[config.mk]
export PLATFORM = sky130hd
export DESIGN_NAME = spi_irq_ctrl
export DESIGN_NICKNAME = d
export VERILOG_FILES = /design/src/rtl/spi_irq_ctrl.sv
export SDC_FILE = /design/constraint.sdc
export NUM_CORES = 1
export LEC_CHECK = 0
export BUFFER_PORTS_ARGS = -buffer_cell sky130_fd_sc_hd__buf_4
export CAP_MARGIN = 20
export CORE_MARGIN = 8
export CORE_UTILIZATION = 60
export CTS_CLUSTER_SIZE = 30
export DETAILED_ROUTE_END_ITERATION = 8
export GPL_TIMING_DRIVEN = 0
export HOLD_SLACK_MARGIN = 0.12
export PLACE_DENSITY = 0.83
export SYNTH_ARGS = -nofsm -noshare
export SYNTH_HDL_FRONTEND = slang
export SYNTH_SLANG_ARGS = --single-unit
[constraint.sdc]
create_clock -name clk -period 3.1 [get_ports clk]
set_input_delay 0.62 -clock clk [delete_from_list [all_inputs] [get_ports clk]]
set_output_delay 0.62 -clock clk [all_outputs]
set_load 0.1 [all_outputs]
[src/rtl/spi_irq_ctrl.sv]
module spi_irq_ctrl #(
  parameter int ADDR_W   = 8,
  parameter int GIE_OFS  = 'h1C,
  parameter int STAT_OFS = 'h20,
  parameter int EN_OFS   = 'h28,
  parameter int GIE_BIT  = 31
) (
  input  logic              clk,
  input  logic              rst_n,
  input  logic              wr_en,
  input  logic              rd_en,
  input  logic [ADDR_W-1:0] addr,
  input  logic [31:0]       wr_data,
  output logic [31:0]       rd_data,
  input  logic              ev_tx_empty,
  input  logic              ev_tx_underrun,
  input  logic              ev_rx_overrun,
  input  logic              ev_tx_half,
  input  logic              rx_has_data,
  input  logic              rx_full,
  output logic              irq
);

  localparam int B_TX_EMPTY = 2;
  localparam int B_TX_UNDER = 3;
  localparam int B_RX_FULL  = 4;
  localparam int B_RX_OVER  = 5;
  localparam int B_TX_HALF  = 6;
  localparam int B_RX_DATA  = 8;

  logic [31:0] stat_q, en_q, stat_d, ev_bits, lvl_bits, rd_mux;
  logic        gie_q, first_q, reeval;
  logic        sel_gie, sel_stat, sel_en;

  assign sel_gie  = addr == ADDR_W'(GIE_OFS);
  assign sel_stat = addr == ADDR_W'(STAT_OFS);
  assign sel_en   = addr == ADDR_W'(EN_OFS);
  assign reeval   = wr_en | rd_en | first_q;

  always_comb begin
    ev_bits = '0;
    ev_bits[B_TX_EMPTY] = ev_tx_empty;
    ev_bits[B_TX_UNDER] = ev_tx_underrun;
    ev_bits[B_RX_OVER]  = ev_rx_overrun;
    ev_bits[B_TX_HALF]  = ev_tx_half;
    lvl_bits = '0;
    lvl_bits[B_RX_DATA] = rx_has_data;
    lvl_bits[B_RX_FULL] = rx_full;
  end

  always_comb begin
    stat_d = stat_q;
    if (wr_en && sel_stat) stat_d = stat_d ^ wr_data;
    if (reeval) stat_d = stat_d | lvl_bits;
    stat_d = stat_d | ev_bits;
  end

  always_comb begin
    rd_mux = '0;
    if (sel_gie) rd_mux[GIE_BIT] = gie_q;
    else if (sel_stat) rd_mux = stat_q;
    else if (sel_en) rd_mux = en_q;
  end

  always_ff @(posedge clk or negedge rst_n) begin
    if (!rst_n) begin
      stat_q  <= '0;
      en_q    <= '0;
      gie_q   <= 1'b0;
      first_q <= 1'b1;
      rd_data <= '0;
      irq     <= 1'b0;
    end else begin
      first_q <= 1'b0;
      stat_q  <= stat_d;
      if (wr_en && sel_en) en_q <= wr_data;
      if (wr_en && sel_gie) gie_q <= wr_data[GIE_BIT];
      if (rd_en) rd_data <= rd_mux;
      irq <= gie_q && (|(stat_q & en_q));
    end
  end

  p_irq_gate_r8: assert property (@(posedge clk) disable iff (!rst_n)
    !gie_q |=> !irq);
  p_irq_set_r8: assert property (@(posedge clk) disable iff (!rst_n)
    (gie_q && (|(stat_q & en_q))) |=> irq);
  p_event_r5: assert property (@(posedge clk) disable iff (!rst_n)
    ev_tx_empty |=> stat_q[B_TX_EMPTY]);
  p_toggle_r4: assert property (@(posedge clk) disable iff (!rst_n)
    (wr_en && sel_stat) |=> stat_q[7] == ($past(stat_q[7]) ^ $past(wr_data[7])));
  p_level_r6: assert property (@(posedge clk) disable iff (!rst_n)
    (reeval && rx_has_data) |=> stat_q[B_RX_DATA]);
  p_quiet_r6: assert property (@(posedge clk) disable iff (!rst_n)
    (!reeval && !(|ev_bits)) |=> $stable(stat_q));

endmodule

==> results of run 1 <==
[per-stage QoR]
| step | util [%] | hold slack [ns] |
|---|---|---|
| floorplan | - | 0.324 |
| global placement | 70.7 | 0.478 |
| detailed placement | 71.0 | 0.487 |
| CTS | 73.9 | 0.261 |
| global route | 73.9 | 0.282 |
| finish | 73.9 | 0.248 |
[metal layers]
metal	up-vias	track usage (%)
li1	1593	-
met1	1731	26.9
met2	123	35.7
met3	21	4.34
met4	0	9.82
met5	-	0
[synth_stat cells (all sizes together) (4+ instances only)]
| cell | count | area (sq um) |
|---|---|---|
| xnor2 | 26 | 228 |
| inv | 31 | 116 |
| mux2 | 65 | 732 |
| clkbuf | 18 | 67.6 |
| nand3 | 4 | 25.0 |
| mux2i | 6 | 60.1 |
| nand4b | 32 | 280 |
| a22oi | 16 | 120 |
| buf | 9 | 40.0 |
| o22ai | 31 | 194 |
| nand4 | 4 | 25.0 |
| nand2 | 32 | 120 |
| nor2 | 5 | 18.8 |
| nor2b | 4 | 25.0 |
| dfrtp | 98 | 2450 |
[state kept, by name, summed over array words and instances, names as in the netlist]
signal and flops:
stat_q 32, irq 1, en_q 32, first_q 1, gie_q 1, rd_data 32
[critical path: stages]
cell,delay [ns]
sky130_fd_sc_hd__buf_4,0.12
sky130_fd_sc_hd__nor4_4,0.63
sky130_fd_sc_hd__nand3_2,0.28
sky130_fd_sc_hd__buf_2,0.28
sky130_fd_sc_hd__mux2_1,0.35
[report_power, final]
group	internal, W	total, W	switching (W)
combinational	0.000115	0.000243	0.000128
clock	0.000460	0.000901	0.000441
sequential	0.00133	0.00137	0.0000369
[path summary, 6_finish.rpt]
kind,cells past startpoint,end,start
min,1,rd_data[0],rst_n
max in group asynchronous,2,first_q,rst_n
min reg2reg,1,stat_q[31],stat_q[31]
max reg2reg,3,irq,stat_q[23]
max,5,en_q[9],addr[7]
min in group clk,2,en_q[27],wr_data[27]
[cells by family after synthesis]
group           Yosys count
buf+inv                  58
xor+xnor                 26
simple gates             86
flops                    99
other cells               1
compound gates           53
mux                      71
[layout make-up]
| class | instances | area share (%) |
|---|---|---|
| Clock inverter | 5 | 1.51 |
| Inverter | 31 | 2.07 |
| Sequential cell | 99 | 44.1 |
| Timing Repair Buffer | 83 | 11.4 |
| Clock buffer | 11 | 2.34 |
| Multi-Input combinational cell | 237 | 34.3 |
| Tap cell | 102 | 2.27 |
| Buffer | 27 | 1.91 |
[layout by cell type, fill, tap and decap left out]
master and instances:
sky130_fd_sc_hd__nor4_4 1, sky130_fd_sc_hd__clkbuf_8 9, sky130_fd_sc_hd__bufinv_16 2, sky130_fd_sc_hd__a31oi_1 1, sky130_fd_sc_hd__a22oi_1 16, sky130_fd_sc_hd__inv_6 1, sky130_fd_sc_hd__mux2i_1 6, sky130_fd_sc_hd__nand3_1 3
sky130_fd_sc_hd__dfstp_2 1, sky130_fd_sc_hd__clkinv_4 1, sky130_fd_sc_hd__buf_1 4, sky130_fd_sc_hd__nand4b_1 32, sky130_fd_sc_hd__nor3b_1 1, sky130_fd_sc_hd__nand4_1 4, sky130_fd_sc_hd__mux2_2 35, sky130_fd_sc_hd__conb_1 1
sky130_fd_sc_hd__o41a_1 1, sky130_fd_sc_hd__buf_2 5, sky130_fd_sc_hd__nor2_1 5, sky130_fd_sc_hd__nand2_1 32, sky130_fd_sc_hd__buf_4 82, sky130_fd_sc_hd__a21boi_0 2, sky130_fd_sc_hd__and4b_1 1, sky130_fd_sc_hd__a21oi_1 2
sky130_fd_sc_hd__o22ai_1 31, sky130_fd_sc_hd__or3_1 1, sky130_fd_sc_hd__buf_16 1, sky130_fd_sc_hd__nor4bb_1 1, sky130_fd_sc_hd__mux2_1 30, sky130_fd_sc_hd__clkinvlp_4 1, sky130_fd_sc_hd__dfrtp_1 98, sky130_fd_sc_hd__inv_1 31
sky130_fd_sc_hd__nand3_2 1, sky130_fd_sc_hd__nor2b_1 4, sky130_fd_sc_hd__xnor2_1 26, sky130_fd_sc_hd__clkbuf_1 20
==> qor.log, run 1 <==
qor: routing.number_of_iterations_in_the_first_detailed_routing_pass 5
qor: floorplan.die-height 104 um
qor: power_and_ir_drop.p_leak 2.57 nW
qor: setup_path.worst-setup-path-type input port to register
qor: global_routing.grt_start_max_net_pins 57
qor: routing.top_sig_layer met4
qor: logic_synthesis.syn_avg_cell_area 11.8 sq um
qor: setup_path.critical_path.endpoint_type register
qor: logic_synthesis.synth.lib_cells_used.distinct 29
qor: logic_synthesis.synth_compound_area_share 7.70%
qor: routing.post-route-drc-count 0
qor: timing.setup_slack_of_the_critical_path_after_layout 1.05 ns
qor: logic_synthesis.synth_sequential_area_ratio 53.5%
qor: timing.min_period 2.05 ns
qor: routing.wl_met2 5560 um
qor: clock_network.cts_tree yes
qor: cells_and_area.share_of_cells_above_drive_strength_1 28.4%
qor: clock_network.clock_pin_slew_on_the_worst_setup_and_hold_paths 0.09 ns
qor: power_and_ir_drop.power_density 447 nW/um^2
qor: cells_and_area.antenna_cells_inserted 0
qor: logic_synthesis.post_synth_and_or_nand_nor_area_fraction 11.9%
qor: clock_network.post_cts_resized 0
qor: place.dp_hpwl 8300 um
qor: timing.grt_setup_unrepaired false
qor: routing.route.detailed.wl_per_inst 19.0 um
qor: cells_and_area.multi_input_gate_area 1930 sq um
qor: global_routing.antenna_found_initial 0
qor: place.pre_cts_slack 0.697 ns
qor: global_routing.grt_first_pass_wirelength 18900 um
qor: setup_path.startpoint_type input port
qor: place.globalplace.congestion 0.834
qor: global_routing.globalRoute.totalOverflow 0
qor: logic_synthesis.ys_seq_elements 99
qor: cells_and_area.final_cell_area 5620 sq um
qor: timing.timing_hold_violations_final 0
qor: floorplan.row_count 32
qor: setup_path.cp.required 3.34 ns
qor: floorplan.initial_core_util 60.9%
qor: setup_path.worst_ep_arrival_time 2.29 ns
qor: logic_synthesis.post_synth_inst_count 394
qor: timing.slew_headroom 54.5%
qor: place.count_of_buffers_from_port_buffering 82
qor: routing.drt_wl_total 11300 um
qor: clock_network.post_cts_hold_buffer_count 0
qor: routing.dr_total_vias 3468
qor: floorplan.io-pin-count 83
qor: hold_path.holdCritPathClass input port to asynchronous set/reset pin
qor: power_and_ir_drop.report.power.total 0.00251 W
qor: logic_synthesis.combinational_family_with_the_most_area_after_synthesis multiplexers
qor: clock_network.clk_root_buffer_cell sky130_fd_sc_hd__clkbuf_8
qor: routing.wl_met1 4820 um
qor: timing.totalNegativeSetupSlack 0 ns
qor: setup_path.crit_fanout 10
qor: cells_and_area.fin_cells 595
qor: job.drv.max_cap_violation_count 0
qor: global_routing.grt_usage 21.6%
qor: timing.worst_clock_skew 0.0105 ns
qor: clock_network.clockBufferDepth 2
qor: power_and_ir_drop.irDropWorstVdd 0.000323 V
qor: logic_synthesis.async_flop_share 100%
qor: place.dpl-instance-area 5400 sq um
qor: place.place_inst 579
qor: clock_network.cts.repair_timing.setup_buffer_count 0
qor: logic_synthesis.yosys_warnings 0
qor: global_routing.first_global_vias 3757
qor: cells_and_area.regArea 2480 sq um
qor: logic_synthesis.ys_dominant_reg_cell sky130_fd_sc_hd__dfrtp_1
qor: cells_and_area.nFillCells 537
qor: logic_synthesis.synth_adder_area_share 0%
qor: status.result_of_the_run finished, final reports clean
qor: routing.post_drt_via_cell_ratio 5.83
qor: timing.worst_pin_slew 0.678 ns
qor: clock_network.cts-htree-levels 3
qor: clock_network.clkSinkCount 99
qor: routing.drt.antenna.violating_nets 0
qor: timing.final_min_period_over_clock_period 66.3%
qor: floorplan.core_area 7610 sq um
qor: routing.drt_first_iter_violations 181
qor: clock_network.cts_made_buffers 9
qor: timing.fmax 0.487 GHz
qor: setup_path.setup_slack_of_the_most_critical_reg_to_reg_path 1.65 ns
qor: logic_synthesis.mappedNetlistArea 4630 sq um
qor: clock_network.clock_latency 0.36 ns
qor: logic_synthesis.multiplexer_area_fraction_after_synthesis 17.1%
qor: timing.report.final.slew_viol_count 0
qor: logic_synthesis.synth_nets 444
qor: logic_synthesis.synth-xor-area-share 4.92%
qor: logic_synthesis.synth-edff-count 0
qor: routing.routed-wl-met3 694 um
qor: floorplan.die-width 104 um
qor: cells_and_area.area_growth 21.3%
qor: cells_and_area.finish.net_count 538
qor: floorplan.fp.dieArea 10800 sq um
qor: timing.setup-violations-final 0
(Power assumes the default switching activity.)
==> run 2, diff against run 1 <==
ABC_AREA = 1   (was unset)
CORE_UTILIZATION = 51   (was 60)
PLACE_DENSITY = 0.75   (was 0.83)
clock period = 1.75 ns   (was 3.1 ns; I/O delays follow)
==> qor.log, run 2 <==
qor: status.result_of_the_run finished, final reports clean
qor: timing.worst_pin_slew 0.624 ns [-0.0537 ns]
qor: routing.number_of_iterations_in_the_first_detailed_routing_pass 5 [unchanged]
qor: setup_path.startpoint_type input port
qor: setup_path.critical_register_to_register_path_startpoint stat_q[6]
qor: routing.drt_first_iter_violations 320 [+77%]
qor: clock_network.post_cts_resized 0 [unchanged]
qor: cells_and_area.layout.core_utilization 62.4% [-11 points]
qor: logic_synthesis.syn_avg_cell_area 7.75 sq um [-34%]
qor: power_and_ir_drop.p_leak 3.12 nW [+21%]
qor: setup_path.timing.critical_path.slowest_stage_cell sky130_fd_sc_hd__o21ai_0
qor: floorplan.die-height 113 um [+8.3%]
qor: clock_network.clock_pin_slew_on_the_worst_setup_and_hold_paths 0.10 ns [about the same]
qor: routing.drt.antenna.violating_nets 0 [unchanged]
qor: floorplan.core_area 9150 sq um [+20%]
qor: place.place_inst 806 [+39%]
qor: logic_synthesis.synth_sequential_area_ratio 52.2% [-1.3 points]
qor: logic_synthesis.netlist.top_cell.by_area sky130_fd_sc_hd__dfrtp_1
qor: routing.dr_total_vias 4258 [+23%]
qor: timing.worst_clock_skew 0.00946 ns [-0.000995 ns]
qor: clock_network.cts_tree yes
qor: logic_synthesis.mappedNetlistArea 4750 sq um [+2.5%]
qor: clock_network.clk_root_buffer_cell sky130_fd_sc_hd__clkbuf_8
qor: timing.report.final.slew_viol_count 0 [unchanged]
qor: hold_path.hold-path-cell-count 2
qor: place.globalplace.congestion 0.825 [-1.1%]
qor: global_routing.globalRoute.totalOverflow 0 [unchanged]
qor: hold_path.timing.hold.worst.start ev_tx_half
qor: setup_path.setup_slack_of_the_most_critical_reg_to_reg_path 0.69 ns [-0.96 ns]
qor: setup_path.critical-path-top-delay-family simple AND/OR/NAND/NOR gates
qor: global_routing.antenna_found_initial 0 [unchanged]
qor: setup_path.path_cells buf_4, inv_1, nand2_1, nor2_4, nand2_2, clkbuf_1, o21ai_0, nand2_1, nand2_1
qor: setup_path.worst_ep_arrival_time 1.74 ns [-0.55 ns]
qor: timing.slew_headroom 58.4% [+3.9 points]
qor: clock_network.cts-htree-levels 3 [unchanged]
qor: power_and_ir_drop.power_density 730 nW/um^2 [+63%]
qor: cells_and_area.area_growth 20.2%
qor: logic_synthesis.post_synth_inst_count 613 [+56%]
qor: setup_path.worst-setup-path-type input port to register
qor: setup_path.worst-r2r-cell-count 6 [+3]
qor: logic_synthesis.ys_dominant_reg_cell sky130_fd_sc_hd__dfrtp_1
qor: routing.route.detailed.wl_per_inst 14.8 um [-22%]
qor: hold_path.min_delay_worst_endpoint stat_q[6]
qor: timing.totalNegativeSetupSlack 0 ns [unchanged]
qor: setup_path.crit_fanout 10 [unchanged]
qor: global_routing.first_global_vias 4300 [+14%]
qor: logic_synthesis.async_flop_share 100% [unchanged]
qor: setup_path.timing.critical_path.buf_inv 3 [+1]
qor: floorplan.fp.dieArea 12700 sq um [+17%]
qor: timing.min_period 1.43 ns
qor: cells_and_area.leading_cell_types_in_the_layout_fill_and_taps_excluded sky130_fd_sc_hd__nand2_1 (230), sky130_fd_sc_hd__dfrtp_1 (98), sky130_fd_sc_hd__buf_4 (84)
qor: logic_synthesis.synth_nets 663 [+49%]
qor: global_routing.grt_util_met1 25.3% [-1.6 points]
qor: timing.setup_slack_of_the_critical_path_after_layout 0.325 ns [-0.720 ns]
qor: cells_and_area.fin_cells 823 [+38%]
qor: logic_synthesis.synth.top_cells.by_area sky130_fd_sc_hd__dfrtp_1 (52%), sky130_fd_sc_hd__nand2_1 (18%), sky130_fd_sc_hd__nand3_1 (7.1%)
qor: timing.setup-violations-final 0 [unchanged]
qor: floorplan.die-width 113 um [+8.3%]
qor: floorplan.row_count 35 [+9.4%]
qor: job.drv.max_cap_violation_count 0 [unchanged]
qor: setup_path.crit_top_cell sky130_fd_sc_hd__nand2_1
qor: logic_synthesis.ys_seq_elements 99 [unchanged]
qor: logic_synthesis.synth.cells.most_frequent sky130_fd_sc_hd__nand2_1 (230), sky130_fd_sc_hd__dfrtp_1 (98), sky130_fd_sc_hd__nand3_1 (67)
qor: cells_and_area.mostFrequentLayoutCell sky130_fd_sc_hd__nand2_1
qor: clock_network.cts_made_buffers 9 [unchanged]
qor: floorplan.io-pin-count 83 [unchanged]
qor: clock_network.clock_latency 0.38 ns [+0.02 ns]
qor: routing.post_drt_via_cell_ratio 5.17 [-11%]
qor: place.dp_hpwl 8710 um [+4.8%]
qor: global_routing.most_used_routing_layer met2
qor: routing.drt_wl_total 12200 um [+8.3%]
qor: timing.fmax 0.702 GHz
qor: global_routing.grt_start_max_net_pins 56 [-1.8%]
qor: routing.post-route-drc-count 0 [unchanged]
qor: cells_and_area.finish.net_count 757 [+41%]
qor: clock_network.clockBufferDepth 2 [unchanged]
qor: logic_synthesis.synth_most_common_cell sky130_fd_sc_hd__nand2_1
qor: logic_synthesis.yosys_warnings 0 [unchanged]
qor: logic_synthesis.synth_top_area_share 51.6% [-1.3 points]
qor: cells_and_area.largest_registers_in_the_final_layout en_q x32, rd_data x32, stat_q x32
qor: cells_and_area.share_of_cells_above_drive_strength_1 17.3% [-11 points]
qor: global_routing.use_met2 32.6% [-3.1 points]
qor: timing.final_min_period_over_clock_period 81.4%
qor: timing.grt_setup_unrepaired false
qor: global_routing.grtUsageMet3 4.72% [+0.39 points]
qor: clock_network.clkSinkCount 99 [unchanged]
qor: global_routing.grt_usage 19.9% [-1.7 points]
qor: cells_and_area.antenna_cells_inserted 0 [unchanged]
qor: cells_and_area.final_cell_area 5710 sq um [+1.6%]
qor: setup_path.cp.required 2.07 ns [-1.27 ns]
qor: timing.timing_hold_violations_final 0 [unchanged]
qor: place.pre_cts_slack -0.00763 ns [-0.705 ns]
qor: setup_path.timing.critical_path.slowest_cell_delay 0.32 ns [-0.31 ns]
qor: hold_path.holdCritPathClass input port to register
qor: global_routing.grt_first_pass_wirelength 20300 um [+7.1%]
qor: setup_path.critical_path.endpoint_type register
qor: logic_synthesis.synth.lib_cells_used.distinct 26 [-10%]
qor: place.count_of_buffers_from_port_buffering 81 [-1.2%]
qor: place.dpl-instance-area 5520 sq um [+2.2%]
qor: floorplan.initial_core_util 51.9% [-9.0 points]
qor: setup_path.r2r-end irq
qor: power_and_ir_drop.irDropWorstVdd 0.000502 V [+55%]
qor: logic_synthesis.synth-edff-count 0 [unchanged]
[run 2: changes by cell type in the layout (fill, tap and decap cells not counted), sizes merged, moves of 23 or more]
cell    previous run  this run
nand3              4        69
xnor2             26         3
nand4b            32         0
o21ai              0        84
inv               32        71
nand2             32       234
o22ai             31         0
mux2              65         0
[run 2: layout make-up]
class | count | area [sq um]
fillers | 810 | 3440
flip-flops and latches | 99 | 2480
multi-input cells | 418 | 1880
repair buffers | 83 | 646
inverters | 68 | 255
well taps | 111 | 139
plain buffers | 28 | 133
clock buffers | 10 | 128
clock inverters | 6 | 48.8
[run 2: worst max-delay path by stage]
stage,endpoint,startpoint,slack (ns),cells past startpoint
final,rd_data[22],addr[6],0.32,9
after global routing,rd_data[27],addr[6],0.25,9
after CTS,irq,irq,0.33,1
after detailed placement,rd_data[22],addr[6],-0.008,9
after global placement,rd_data[22],addr[0],0.002,9
after floorplan,en_q[10],addr[6],0.48,7
[run 2: through the flow]
stage	total power, W	hold WS [ns]
3_5_place_dp	0.00283	0.403
4_1_cts	0.00420	0.161
3_3_place_gp	0.00280	0.466
5_1_grt	0.00434	0.168
2_1_floorplan	0.00261	0.0544
6_report	0.00417	0.173
[run 2: logic make-up (layout without fill, tap and decap cells)]
family	count (synthesis)	count (layout)	synth area share, %
AOI/OAI and AO/OA	87	87	9.27
xor gates and xnor gates	7	7	1.29
and+or+nand+nor	323	323	29.0
buffers and inverters	96	195	8.17
other	1	1	0.0790
DFF	99	99	52.2
[run 2: power by group]
| part | switching (W) | internal [W] |
|---|---|---|
| clock | 0.000849 | 0.000536 |
| combinational | 0.000230 | 0.000146 |
| sequential | 0.0000509 | 0.00235 |
[run 2: routing by layer]
layer	vias to the layer above	share of wire [%]
li1	2108	-
met1	2014	45
met4	0	1.6
met5	-	0
met2	120	48
met3	16	5.3
[run 2: repair_timing]
item                                   CTS  global route
endpoints found under the hold margin   44             0
buffers inserted                         0             0
hold buffers                             1             0
==> run 3, diff against run 2 <==
clock period = 1.2 ns   (was 1.75 ns; I/O delays follow)
==> qor.log, run 3 (synthesis gave the netlist of run 2 again) <==
qor: status.result_of_the_run complete, but fails checks
qor: status.failed_checks negative setup slack
qor: cells_and_area.area_growth 39.7%
qor: setup_path.crit_fanout 2 [-8]
qor: timing.final_min_period_over_clock_period 103%
qor: global_routing.first_global_vias 4557 [+6.0%]
qor: global_routing.globalRoute.totalOverflow 0 [unchanged]
qor: global_routing.grt_usage 21.7% [+1.8 points]
qor: routing.drt_wl_total 13300 um [+9.2%]
qor: routing.number_of_iterations_in_the_first_detailed_routing_pass 5 [unchanged]
qor: clock_network.clk_root_buffer_cell sky130_fd_sc_hd__clkbuf_8
qor: clock_network.cts_tree yes
qor: timing.worst_clock_skew 0.0111 ns [+0.00165 ns]
qor: setup_path.cp.required 0.96 ns [-1.11 ns]
qor: cells_and_area.multi_input_gate_area 1900 sq um [+0.66%]
qor: routing.drt.antenna.violating_nets 0 [unchanged]
qor: timing.fmax 0.805 GHz
qor: timing.grt_setup_unrepaired true
qor: clock_network.clock_pin_slew_on_the_worst_setup_and_hold_paths 0.10 ns [about the same]
qor: floorplan.io-pin-count 83 [unchanged]
qor: global_routing.antenna_found_initial 0 [unchanged]
qor: setup_path.critical-path-top-delay-family flip-flops
qor: routing.route.detailed.wl_per_inst 15.2 um [+2.7%]
qor: routing.post-route-drc-count 0 [unchanged]
qor: clock_network.clockBufferDepth 2 [unchanged]
qor: clock_network.clkSinkCount 99 [unchanged]
qor: job.drv.max_cap_violation_count 0 [unchanged]
qor: cells_and_area.mostFrequentLayoutCell sky130_fd_sc_hd__nand2_1
qor: setup_path.timing.critical_path.slowest_stage_cell sky130_fd_sc_hd__dfrtp_1
qor: cells_and_area.final_cell_area 6630 sq um [+16%]
qor: routing.dr_total_vias 4526 [+6.3%]
qor: timing.setup_slack_of_the_critical_path_after_layout -0.0417 ns [-0.367 ns]
qor: cells_and_area.antenna_cells_inserted 0 [unchanged]
qor: clock_network.cts-htree-levels 3 [unchanged]
qor: hold_path.holdCritPathClass input port to register
qor: place.count_of_buffers_from_port_buffering 81 [unchanged]
qor: cells_and_area.layout.core_utilization 72.5% [+10 points]
qor: clock_network.cts_made_buffers 9 [unchanged]
qor: setup_path.path_cells buf_12
qor: routing.post_drt_via_cell_ratio 5.17 [about the same]
qor: setup_path.critical_path.endpoint_type output port
qor: power_and_ir_drop.irDropWorstVdd 0.000736 V [+47%]
qor: cells_and_area.largest_registers_in_the_final_layout en_q x32, rd_data x32, stat_q x32
qor: floorplan.die-width 113 um [unchanged]
qor: setup_path.worst_ep_arrival_time 1.00 ns [-0.74 ns]
qor: cells_and_area.regArea 2480 sq um [unchanged]
qor: floorplan.core_area 9150 sq um [unchanged]
qor: clock_network.clock_latency 0.37 ns [about the same]
qor: floorplan.row_count 35 [unchanged]
qor: place.dp_hpwl 8710 um [unchanged]
qor: cells_and_area.finish.net_count 809 [+6.9%]
qor: global_routing.grt_first_pass_wirelength 22000 um [+8.7%]
qor: power_and_ir_drop.p_leak 3.48 nW [+12%]
qor: cells_and_area.share_of_cells_above_drive_strength_1 20.0% [+2.8 points]
qor: floorplan.initial_core_util 51.9% [unchanged]
qor: floorplan.fp.dieArea 12700 sq um [unchanged]
qor: place.globalplace.congestion 0.825 [unchanged]
qor: setup_path.startpoint_type register
qor: timing.min_period 1.24 ns
qor: power_and_ir_drop.power_density 930 nW/um^2 [+27%]
qor: timing.report.final.slew_viol_count 0 [unchanged]
qor: setup_path.timing.critical_path.slowest_cell_delay 0.43 ns [+0.11 ns]
qor: routing.drt_first_iter_violations 348 [+8.8%]
qor: floorplan.die-height 113 um [unchanged]
qor: place.dpl-instance-area 5520 sq um [unchanged]
qor: setup_path.timing.critical_path.buf_inv 1 [-2]
qor: cells_and_area.nFillCells 681 [-16%]
qor: timing.setup-violations-final 31 [+31]
qor: timing.timing_hold_violations_final 0 [unchanged]
qor: global_routing.grt_start_max_net_pins 56 [unchanged]
qor: setup_path.worst-setup-path-type register to output port
qor: cells_and_area.leading_cell_types_in_the_layout_fill_and_taps_excluded sky130_fd_sc_hd__nand2_1 (230), sky130_fd_sc_hd__dfrtp_1 (98), sky130_fd_sc_hd__buf_4 (70)
## run 3: cell types whose count changed in the layout (fill, tap and decap cells not counted), moves of 2 or more
cell                            previous run  this run
sky130_fd_sc_hd__buf_6                     1         3
sky130_fd_sc_hd__o21ai_1                  29        35
sky130_fd_sc_hd__clkbuf_4                  0         2
sky130_fd_sc_hd__dlygate4sd3_1             1        33
sky130_fd_sc_hd__o21ai_0                  55        49
sky130_fd_sc_hd__buf_12                    0        33
sky130_fd_sc_hd__buf_4                    84        70
sky130_fd_sc_hd__clkbuf_2                  0         6
sky130_fd_sc_hd__clkbuf_1                 16         6
## run 3: routing by layer
| metal | share of wire, % | routed length (um) | track usage [%] | vias to the layer above |
|---|---|---|---|---|
| met5 | 0 | 0 | 0 | - |
| met4 | 1.6 | 207 | 7.55 | 0 |
| met3 | 5.6 | 748 | 5.21 | 21 |
| met2 | 50 | 6650 | 36.5 | 129 |
| met1 | 43 | 5730 | 26.6 | 2158 |
| li1 | - | - | - | 2218 |
## run 3: path summary, 6_finish.rpt
path	from	to	slack, ns	cells past startpoint
max in group asynchronous	rst_n	first_q	0.20	3
min in group asynchronous	rst_n	en_q[6]	0.36	2
setup reg to reg	stat_q[6]	irq	0.13	6
hold / removal	wr_data[8]	en_q[8]	0.14	3
hold reg to reg	en_q[25]	en_q[25]	0.52	2
setup / recovery	rd_data[8]	rd_data[8]	-0.04	1
## run 3: cell type report
class	count	share of cell area (%)
flip-flops and latches	99	37.4
multi-input cells	418	28.6
repair buffers	137	23.3
well taps	111	2.09
clock inverters	6	0.736
plain buffers	26	2.13
clock buffers	10	1.92
inverters	68	3.85
## run 3: timing repair
item	CTS	global route
endpoints found under the setup margin	36	155
resized for setup	103	31
hold buffers	33	0
buffers inserted	7	15
hold endpoints to repair	82	0
## run 3: through the flow
step	TNS, ns	std cells	hold WS [ns]	total power [W]	worst slack [ns]
2_1_floorplan	0	613	-0.0556	0.00381	0.0404
3_3_place_gp	-45.99	805	0.439	0.00409	-0.438
3_5_place_dp	-30.64	806	0.293	0.00412	-0.448
4_1_cts	-1.02	862	0.121	0.00622	-0.0492
5_1_grt	-1.82	875	0.125	0.00643	-0.0874
6_report	-0.570	875	0.135	0.00617	-0.0417
## run 3: worst min-delay path, stage by stage
cell and delay (ns):
sky130_fd_sc_hd__buf_4 0.12, sky130_fd_sc_hd__inv_1 0.05, sky130_fd_sc_hd__o21ai_1 0.07
## run 3: report_power, final
| group | internal [W] | total [W] | switching (W) |
|---|---|---|---|
| combinational | 0.000293 | 0.000655 | 0.000362 |
| sequential | 0.00343 | 0.00351 | 0.0000757 |
| clock | 0.000782 | 0.00201 | 0.00123 |
| total | 0.00451 | 0.00617 | 0.00166 |
